File: config.mk
export PLATFORM = sky130hd
export DESIGN_NAME = poison_tracker
export DESIGN_NICKNAME = d
export VERILOG_FILES = /design/src/rtl/poison_pkg.sv /design/src/rtl/poison_file.sv /design/src/rtl/poison_decide.sv /design/src/rtl/poison_tracker.sv
export SDC_FILE = /design/constraint.sdc
export NUM_CORES = 1
export LEC_CHECK = 0
export BUFFER_PORTS_ARGS = -buffer_cell sky130_fd_sc_hd__buf_2
export CAP_MARGIN = 20
export CELL_PAD_IN_SITES_DETAIL_PLACEMENT = 0
export CELL_PAD_IN_SITES_GLOBAL_PLACEMENT = 1
export CORE_ASPECT_RATIO = 0.75
export CORE_MARGIN = 1
export CORE_UTILIZATION = 41
export CTS_CLUSTER_SIZE = 12
export DETAILED_ROUTE_END_ITERATION = 6
export PLACE_DENSITY_LB_ADDON = 0.1
export SYNTH_ARGS = -nofsm -noshare
export SYNTH_HDL_FRONTEND = slang
export SYNTH_SLANG_ARGS = --single-unit
File: constraint.sdc
create_clock -name clk -period 2.11 [get_ports clk]
set_input_delay 0.1055 -clock clk [delete_from_list [all_inputs] [get_ports clk]]
set_output_delay 0.1055 -clock clk [all_outputs]
set_load 0.005 [all_outputs]
File: src/rtl/poison_pkg.sv
package poison_pkg;

    localparam int DEFAULT_REGS = 32;

    typedef enum logic [1:0] {
        CAUSE_NONE   = 2'd0,
        CAUSE_RESUME = 2'd1,
        CAUSE_TERM   = 2'd2,
        CAUSE_POISON = 2'd3
    } cause_e;

    typedef struct packed {
        logic   wr_en;
        logic   wr_poison;
        logic   raise;
        cause_e cause;
        logic   use_src_b;
    } verdict_t;

    // Decide one retiring instruction given the flags of its sources.
    function automatic verdict_t judge(
        input logic valid,
        input logic spec,
        input logic a_hit,
        input logic b_hit,
        input logic dst_en,
        input logic fault,
        input logic term
    );
        verdict_t v;
        logic     tainted;
        v       = '{wr_en: 1'b0, wr_poison: 1'b0, raise: 1'b0,
                    cause: CAUSE_NONE, use_src_b: 1'b0};
        tainted = a_hit | b_hit;
        if (valid) begin
            if (!spec && tainted) begin
                v.raise     = 1'b1;
                v.cause     = CAUSE_POISON;
                v.use_src_b = !a_hit;
            end else if (fault && !term) begin
                v.raise = 1'b1;
                v.cause = CAUSE_RESUME;
            end else if (fault && term && !spec) begin
                v.raise = 1'b1;
                v.cause = CAUSE_TERM;
            end else begin
                v.wr_en     = dst_en;
                v.wr_poison = spec & ((fault & term) | tainted);
            end
        end
        return v;
    endfunction

endpackage

File: src/rtl/poison_file.sv
module poison_file #(
    parameter int NUM_REGS = 32,
    parameter int IDX_W    = $clog2(NUM_REGS)
) (
    input  logic                clk,
    input  logic                rst,
    input  logic [IDX_W-1:0]    rd_a_idx,
    input  logic [IDX_W-1:0]    rd_b_idx,
    input  logic                wr_en,
    input  logic [IDX_W-1:0]    wr_idx,
    input  logic                wr_val,
    output logic                rd_a,
    output logic                rd_b,
    output logic [NUM_REGS-1:0] flags
);

    generate
        for (genvar g = 0; g < NUM_REGS; g++) begin : g_flag
            always_ff @(posedge clk) begin
                if (rst) begin
                    flags[g] <= 1'b0;
                end else if (wr_en && (wr_idx == IDX_W'(g))) begin
                    flags[g] <= wr_val;
                end
            end
        end
    endgenerate

    assign rd_a = flags[rd_a_idx];
    assign rd_b = flags[rd_b_idx];

endmodule

File: src/rtl/poison_decide.sv
module poison_decide
    import poison_pkg::*;
(
    input  logic     valid,
    input  logic     spec,
    input  logic     a_en,
    input  logic     a_flag,
    input  logic     b_en,
    input  logic     b_flag,
    input  logic     dst_en,
    input  logic     fault,
    input  logic     term,
    output verdict_t verdict
);

    logic a_hit;
    logic b_hit;

    assign a_hit   = a_en & a_flag;
    assign b_hit   = b_en & b_flag;
    assign verdict = judge(valid, spec, a_hit, b_hit, dst_en, fault, term);

endmodule

File: src/rtl/poison_tracker.sv
module poison_tracker
    import poison_pkg::*;
#(
    parameter int NUM_REGS = poison_pkg::DEFAULT_REGS,
    parameter int IDX_W    = $clog2(NUM_REGS)
) (
    input  logic             clk,
    input  logic             rst,
    input  logic             ret_valid,
    input  logic             ret_spec,
    input  logic             ret_src_a_en,
    input  logic [IDX_W-1:0] ret_src_a,
    input  logic             ret_src_b_en,
    input  logic [IDX_W-1:0] ret_src_b,
    input  logic             ret_dst_en,
    input  logic [IDX_W-1:0] ret_dst,
    input  logic             ret_fault,
    input  logic             ret_fault_term,
    output logic             wr_en_o,
    output logic [IDX_W-1:0] wr_idx_o,
    output logic             wr_poison_o,
    output logic             exc_valid_o,
    output logic [1:0]       exc_cause_o,
    output logic [IDX_W-1:0] exc_reg_o
);

    logic                flag_a;
    logic                flag_b;
    logic [NUM_REGS-1:0] poison_vec;
    verdict_t            verdict;
    logic [IDX_W-1:0]    fault_idx;

    poison_decide u_decide (
        .valid   (ret_valid),
        .spec    (ret_spec),
        .a_en    (ret_src_a_en),
        .a_flag  (flag_a),
        .b_en    (ret_src_b_en),
        .b_flag  (flag_b),
        .dst_en  (ret_dst_en),
        .fault   (ret_fault),
        .term    (ret_fault_term),
        .verdict (verdict)
    );

    poison_file #(
        .NUM_REGS (NUM_REGS),
        .IDX_W    (IDX_W)
    ) u_file (
        .clk      (clk),
        .rst      (rst),
        .rd_a_idx (ret_src_a),
        .rd_b_idx (ret_src_b),
        .wr_en    (verdict.wr_en),
        .wr_idx   (ret_dst),
        .wr_val   (verdict.wr_poison),
        .rd_a     (flag_a),
        .rd_b     (flag_b),
        .flags    (poison_vec)
    );

    always_comb begin
        if (verdict.cause == CAUSE_POISON) begin
            fault_idx = verdict.use_src_b ? ret_src_b : ret_src_a;
        end else begin
            fault_idx = ret_dst;
        end
    end

    always_ff @(posedge clk) begin
        if (rst) begin
            wr_en_o     <= 1'b0;
            wr_idx_o    <= '0;
            wr_poison_o <= 1'b0;
            exc_valid_o <= 1'b0;
            exc_cause_o <= CAUSE_NONE;
            exc_reg_o   <= '0;
        end else begin
            wr_en_o     <= verdict.wr_en;
            wr_idx_o    <= ret_dst;
            wr_poison_o <= verdict.wr_poison;
            exc_valid_o <= verdict.raise;
            exc_cause_o <= verdict.cause;
            exc_reg_o   <= verdict.raise ? fault_idx : '0;
        end
    end

endmodule

# --- Yosys cells after proc, flatten, opt, wreduce, memory -nomap -nowiden ---
# Index checks and enable logic that the tools add are counted.
totals:
  output_inout_bits: 15
  elab_cells: 134
  regBits: 47
op_classes:
  n_mux: 14
  eq_ne: 32
  magnitude_cmp: 2
  n_reduce_logical: 41
  bitwise_logic: 7
op_table:
  columns: ["operator", "n"]
  rows:
  - ["equality test 5 bit, second input constant", 16]
  - ["equality test 5 x 4 -> 1 bit, second input constant", 8]
  - ["logical AND 1 bit", 36]
  - ["equality test 5 x 3 -> 1 bit, second input constant", 4]
  - ["< comparator 5 x 6 -> 1 bit, second input constant", 2]
  - ["binary-select mux 1 bit (select 5 bit)", 2]
  - ["equality test 5 x 2 -> 1 bit, second input constant", 2]
  - ["two-way mux 5 bit", 2]
  - ["two-way mux 3 bit", 3]
  - ["two-way mux 2 bit", 3]
  - ["two-way mux 6 bit", 1]
  - ["equality test 5 x 1 -> 1 bit, second input constant", 1]
  - ["logical NOT 5 bit", 1]
  - ["AND 1 bit", 4]
  - ["logical NOT 1 bit", 3]
  - ["two-way mux 1 bit", 3]
  - ["equality test 2 bit, second input constant", 1]
  - ["OR 1 bit", 2]
  - ["OR reduction 2 bit", 1]
  - ["NOT 1 bit", 1]

# --- Longest topological paths before layout ---
logic_depth:
  word_depth: 12
  ltp_mapped: 8
  ltp_nobuf: 6

# --- By module ---
# Synthesis repeated with hierarchy kept, for this count alone.
unflattened:
  hier_cells: 303
  hier_area_um2: 2700.1
by_module_without_submodules:
  columns: ["mod", "n_inst", "cells_each", "seq_area_each_um2", "area_each_um2"]
  rows:
  - ["poison_file", 1, 246, 640.6, 2065.7]
  - ["poison_tracker", 1, 43, 300.3, 534.3]
  - ["poison_decide", 1, 14, 0.0, 100.1]

# --- Least setup slack after synthesis ---
# No wires, ideal clock.
synth_timing:
  path_type: "register to register"
  from: "register u_file.flags[20]"
  to: "register u_file.flags[10]"
  required_ns: 1.986
  stages_incl_launch_ff: 8
  setup_slack_ns: -0.092
  period_less_slack_ns: 2.202
  t_arrival_ns: 2.078
  cell_sequence: "dfxtp_1 -> mux4_1 -> mux4_2 -> nor2_4 -> a2bb2oi_4 -> a21o_2 -> buf_2 -> mux2i_1"
synth_between:
  elab_chain_cells: 10
  elab_cells_between_ends: 15
synth_rtl:
  columns: ["item", "line", "source"]
  rows:
  - ["start: declaration", "poison_file.sv:14", "output logic [NUM_REGS-1:0] flags"]
  - ["start signal: indexed assignment", "poison_file.sv:23", "flags[g] <= wr_val;"]
  - ["binary-select mux 1 bit (select 5 bit), on equally long branches", "poison_file.sv:29, poison_file.sv:30", null]
  - ["two-way mux 1 bit, on equally long branches", "poison_file.sv:29, poison_file.sv:30", null]
  - ["AND 1 bit, on equally long branches", "poison_decide.sv:19, poison_decide.sv:20", null]
  - ["OR 1 bit (*)", "poison_pkg.sv:34", "tainted = a_hit | b_hit;"]
  - ["OR 1 bit", "poison_pkg.sv:48", "v.wr_poison = spec & ((fault & term) | tainted);"]
  - ["AND 1 bit", "poison_pkg.sv:48", null]
  - ["two-way mux 2 bit", "poison_pkg.sv:43", "end else if (fault && term && !spec) begin"]
  - ["two-way mux 2 bit", "poison_pkg.sv:40", "end else if (fault && !term) begin"]
  - ["two-way mux 2 bit (*)", "poison_pkg.sv:36", "if (!spec && tainted) begin"]
  - ["two-way mux 6 bit (*)", "poison_pkg.sv:35", "if (valid) begin"]
# Every way passes the cells marked *; elsewhere a longest branch is shown, timed or not. The select of a mux whose other input is x is not followed.
# A chain may end at the register's enable or synchronous reset.

# --- Worst setup path after layout ---
layout_timing:
  from: "register u_file.flags[6]"
  to: "register exc_reg_o[4]"
layout_between:
  elab_chain_cells: 9
  elab_cells_between_ends: 17
layout_rtl:
  columns: ["item", "line", "source"]
  rows:
  - ["binary-select mux 1 bit (select 5 bit), on equally long branches", "poison_file.sv:29, poison_file.sv:30", null]
  - ["two-way mux 1 bit, on equally long branches", "poison_file.sv:29, poison_file.sv:30", null]
  - ["AND 1 bit, on equally long branches", "poison_decide.sv:19, poison_decide.sv:20", null]
  - ["OR 1 bit", "poison_pkg.sv:34", null]
  - ["logical AND 1 bit", "poison_pkg.sv:36", null]
  - ["two-way mux 3 bit or two-way mux 1 bit (tied branches)", "poison_pkg.sv:36", null]
  - ["two-way mux 6 bit (*)", "poison_pkg.sv:35", null]
  - ["equality test 2 bit (tied with other cells)", "poison_tracker.sv:63", "if (verdict.cause == CAUSE_POISON) begin"]
  - ["two-way mux 5 bit or OR reduction 2 bit (tied branches)", null, null]
  - ["end signal: assignment", "poison_tracker.sv:84", "exc_reg_o <= verdict.raise ? fault_idx : '0;"]
  - ["end: declaration", "poison_tracker.sv:24", "output logic [IDX_W-1:0] exc_reg_o"]
# Marked as above.

==> summary.md <==
| Metric | Value |
|---|---|
| Status | complete, but fails checks |
| Failing checks | design-rule violations, negative setup slack |
| Top cells by area, synth | dfxtp_1 33%, mux2i_1 14%, mux4_2 8.7% |
| Root buffer cell | clkbuf_8 |
| Antenna diode count | 0 |
| Pint | 1.36 mW |
| Req. time, crit path | 2.28 ns |
| Worst slew pin tran | 0.871 ns |
| Leak pwr | 1.57 nW |
| Power, Total | 1.89 mW |
| Syn Inst Count | 275 |
| Post-synth top area share | 0.331 |
| Critical-path maximum fanout | 6 |
| Share of layout cells above drive strength 1 | 0.384 |
| First drt pass iteration count | 7 |
| Sequential element share of the synthesized area | 0.331 |
| Worst vdd ir | 0.000249 V |
| Fin crit period | 2.41 ns |
| Final worst setup slack | -0.298 ns |
| Dominant cell type by area after synthesis | dfxtp_1 |
| Die X | 98.2 µm |
| Synth Register Bits | 47 |
| Placed Instances | 397 |
| Final Setup Violations | 42 |
| Unrepaired setup endpoints after global routing | true |
| Fin crit share | 1.14 |
| Post-Syn Area | 2850 µm² |
| Wire length per cell | 20.7 µm |
| Core Rows | 25 |
| Crit Path Class | reg2reg |
| Initial drt markers | 152 |
| Clk buf depth | 2 |
| GP Congestion | 0.848 |
| Clk pin slew, worst setup/hold paths | 0.09 ns |
| Skew final | 0.00191 ns |
| Grt ovf | 0 |
| CTS Buf Count | 5 |
| Most frequent cells in the layout | 44 x dfxtp_1, 38 x mux2i_1, 38 x buf_2 |
| Starting Density | 0.437 |
| Seq. cell area | 945 µm² |
| Post-DRT Antenna Nets | 0 |
| Pin count of the biggest net entering global routing | 39 |
| PD cells | 512 nW/µm² |
| Highest Clock Rate | 415 MHz |
| Detailed placement HPWL | 5.88 mm |
| Sw Ratio | 0.280 |
| Async SR Flop Fraction | 0 |
| Drt drc | 4 |
| Fin. Hold Viols | 0 |
| Startpoint types | register |
| Most common cell after layout, fill and taps aside | dfxtp_1 |
| Hold Path Class | in2reg |
| Clock Latency Late Sink | 0.31 ns |
| Number of synthesized flops with an enable pin | 0 |
| Count of pins over their slew limit | 0 |
| I/O pin cnt | 39 |
| Max-cap viol count | 0 |
| CTS H-tree lvls | 2 |
| Area grow syn2layout | 29.9% |
| Net switching power | 530 µW |
| Nets@finish | 356 |
| Core Area | 6510 µm² |
| Rel. slew slack | 0.415 |
| Die span in y | 74.1 µm |
| Initial antenna violation count | 0 |
| Clock power share | 0.328 |
| Synthesis Warnings | 0 |
| Yosys cell types | 37 |
| Fillcell total | 572 |
| TritonCTS sink count | 47 |
| Post-place setup slack | -0.304 ns |
| CTS tree | done |
| First-pass GRT wire length | 12.6 mm |
| Flop pwr share | 0.476 |
| Hold buffer count at cts | 0 |
| Top_reg_cell synth | dfxtp_1 |
| Die footprint | 7280 µm² |
| Syn Nets | 299 |
| Tot GR Track Use | 0.231 |
| Area of the multi-input gates | 1910 µm² |
| Via count | 2454 |
| Comb power frac | 0.196 |
| Routed WL | 8.58 mm |
| Final std cells w/o fill | 414 |
| Setup crit end kind | register |
| Vias in the first global route | 2193 |
| Vias per cell | 5.93 |
| CP Data Arrival Time | 2.58 ns |
| Port-buffer cells | 38 |
| Avg Cell Area, Syn | 10.3 µm² |
==> final cells by class <==
type                            count  share of cell area
Sequential cell                    47               0.255
Inverter                           10              0.0102
Timing Repair Buffer               74               0.163
Tap cell                           81              0.0274
Clock buffer                        8              0.0271
Multi-Input combinational cell    194               0.517
==> critical path, cell delays in order, from the launching register on <==
cell and delay [ns]:
dfxtp_2 0.34, mux4_2 0.48, mux4_2 0.52, nor2_4 0.15, buf_4 0.14, nor3_2 0.04, buf_4 0.16, o31ai_4 0.24
buf_6 0.16, a221oi_1 0.05
==> state kept, by name, summed over array words and instances, names as in the netlist <==
signal / count
wr_poison_o: 1
exc_cause_o: 2
wr_idx_o: 5
u_file.flags: 32
exc_valid_o: 1
exc_reg_o: 5
wr_en_o: 1
==> Yosys cell counts (2+ instances only) <==
master     number
dfxtp_1        47
mux2i_1        40
nand2b_1       35
o2111ai_1      25
nor2_1         19
clkbuf_1       11
mux4_2         11
inv_1          10
nand2_1         9
buf_2           6
a221oi_1        5
buf_6           5
mux4_1          5
nor2b_1         4
nor3_1          4
o211ai_1        4
o21ai_0         4
o22ai_1         4
mux2_2          3
a21oi_1         2
a22oi_1         2
and2_1          2
nand3b_1        2
nand4_1         2
or2_2           2
==> logic make-up (layout without fill, tap and decap cells) <==
| kind of cell | after synthesis | in the layout | synth area share |
|---|---|---|---|
| compound gates | 51 | 51 | 0.157 |
| simple gates | 84 | 84 | 0.164 |
| mux | 59 | 59 | 0.286 |
| flops | 47 | 47 | 0.331 |
| buf+inv | 34 | 92 | 0.0620 |
==> worst paths after layout <==
kind | slack (ns) | depth (start not counted) | startpoint | to
max reg2reg | -0.30 | 9 | u_file.flags[6] | exc_reg_o[4]
min | 0.06 | 3 | ret_dst_en | wr_en_o
min reg2reg | 0.49 | 2 | u_file.flags[23] | u_file.flags[23]
max | -0.30 | 9 | u_file.flags[6] | exc_reg_o[4]
==> what timing repair did <==
item	CTS	global route
endpoints found under the setup margin	42	42
setup buffers	2	2
gates resized for setup	9	22
cloned	1	4
pin swaps	1	2
==> power by group through the flow <==
stage	sequential (mW)	clock (mW)	combinational [mW]
detailed placement	0.922	0	0.282
global route	0.903	0.664	0.396
global placement	0.922	0	0.285
CTS	0.902	0.643	0.313
floorplan	0.925	0	0.170
finish	0.901	0.621	0.372
==> through the flow <==
stage / instance area [µm²] / util / TNS [ns] / hold WS (ns)
6_report: 3700 / 0.568 / -10.57 / 0.0565
5_1_grt: 3700 / 0.568 / -12.93 / 0.0742
4_1_cts: 3440 / 0.529 / -9.74 / 0.0492
3_5_place_dp: 3260 / 0.501 / -10.30 / 0.376
3_3_place_gp: 3260 / 0.501 / -9.19 / 0.366
2_1_floorplan: 2880 / - / -1.69 / 0.224
==> routing by layer <==
layer | global-route usage | wire length (µm) | vias up | share of wire
met3 | 0.0376 | 744 | 7 | 0.087
li1 | - | - | 1158 | -
met5 | 0 | 0 | - | 0
met2 | 0.312 | 3490 | 82 | 0.41
met1 | 0.371 | 4260 | 1207 | 0.50
met4 | 0.0647 | 80 | 0 | 0.0093
Power figures use the tool's default switching activity.
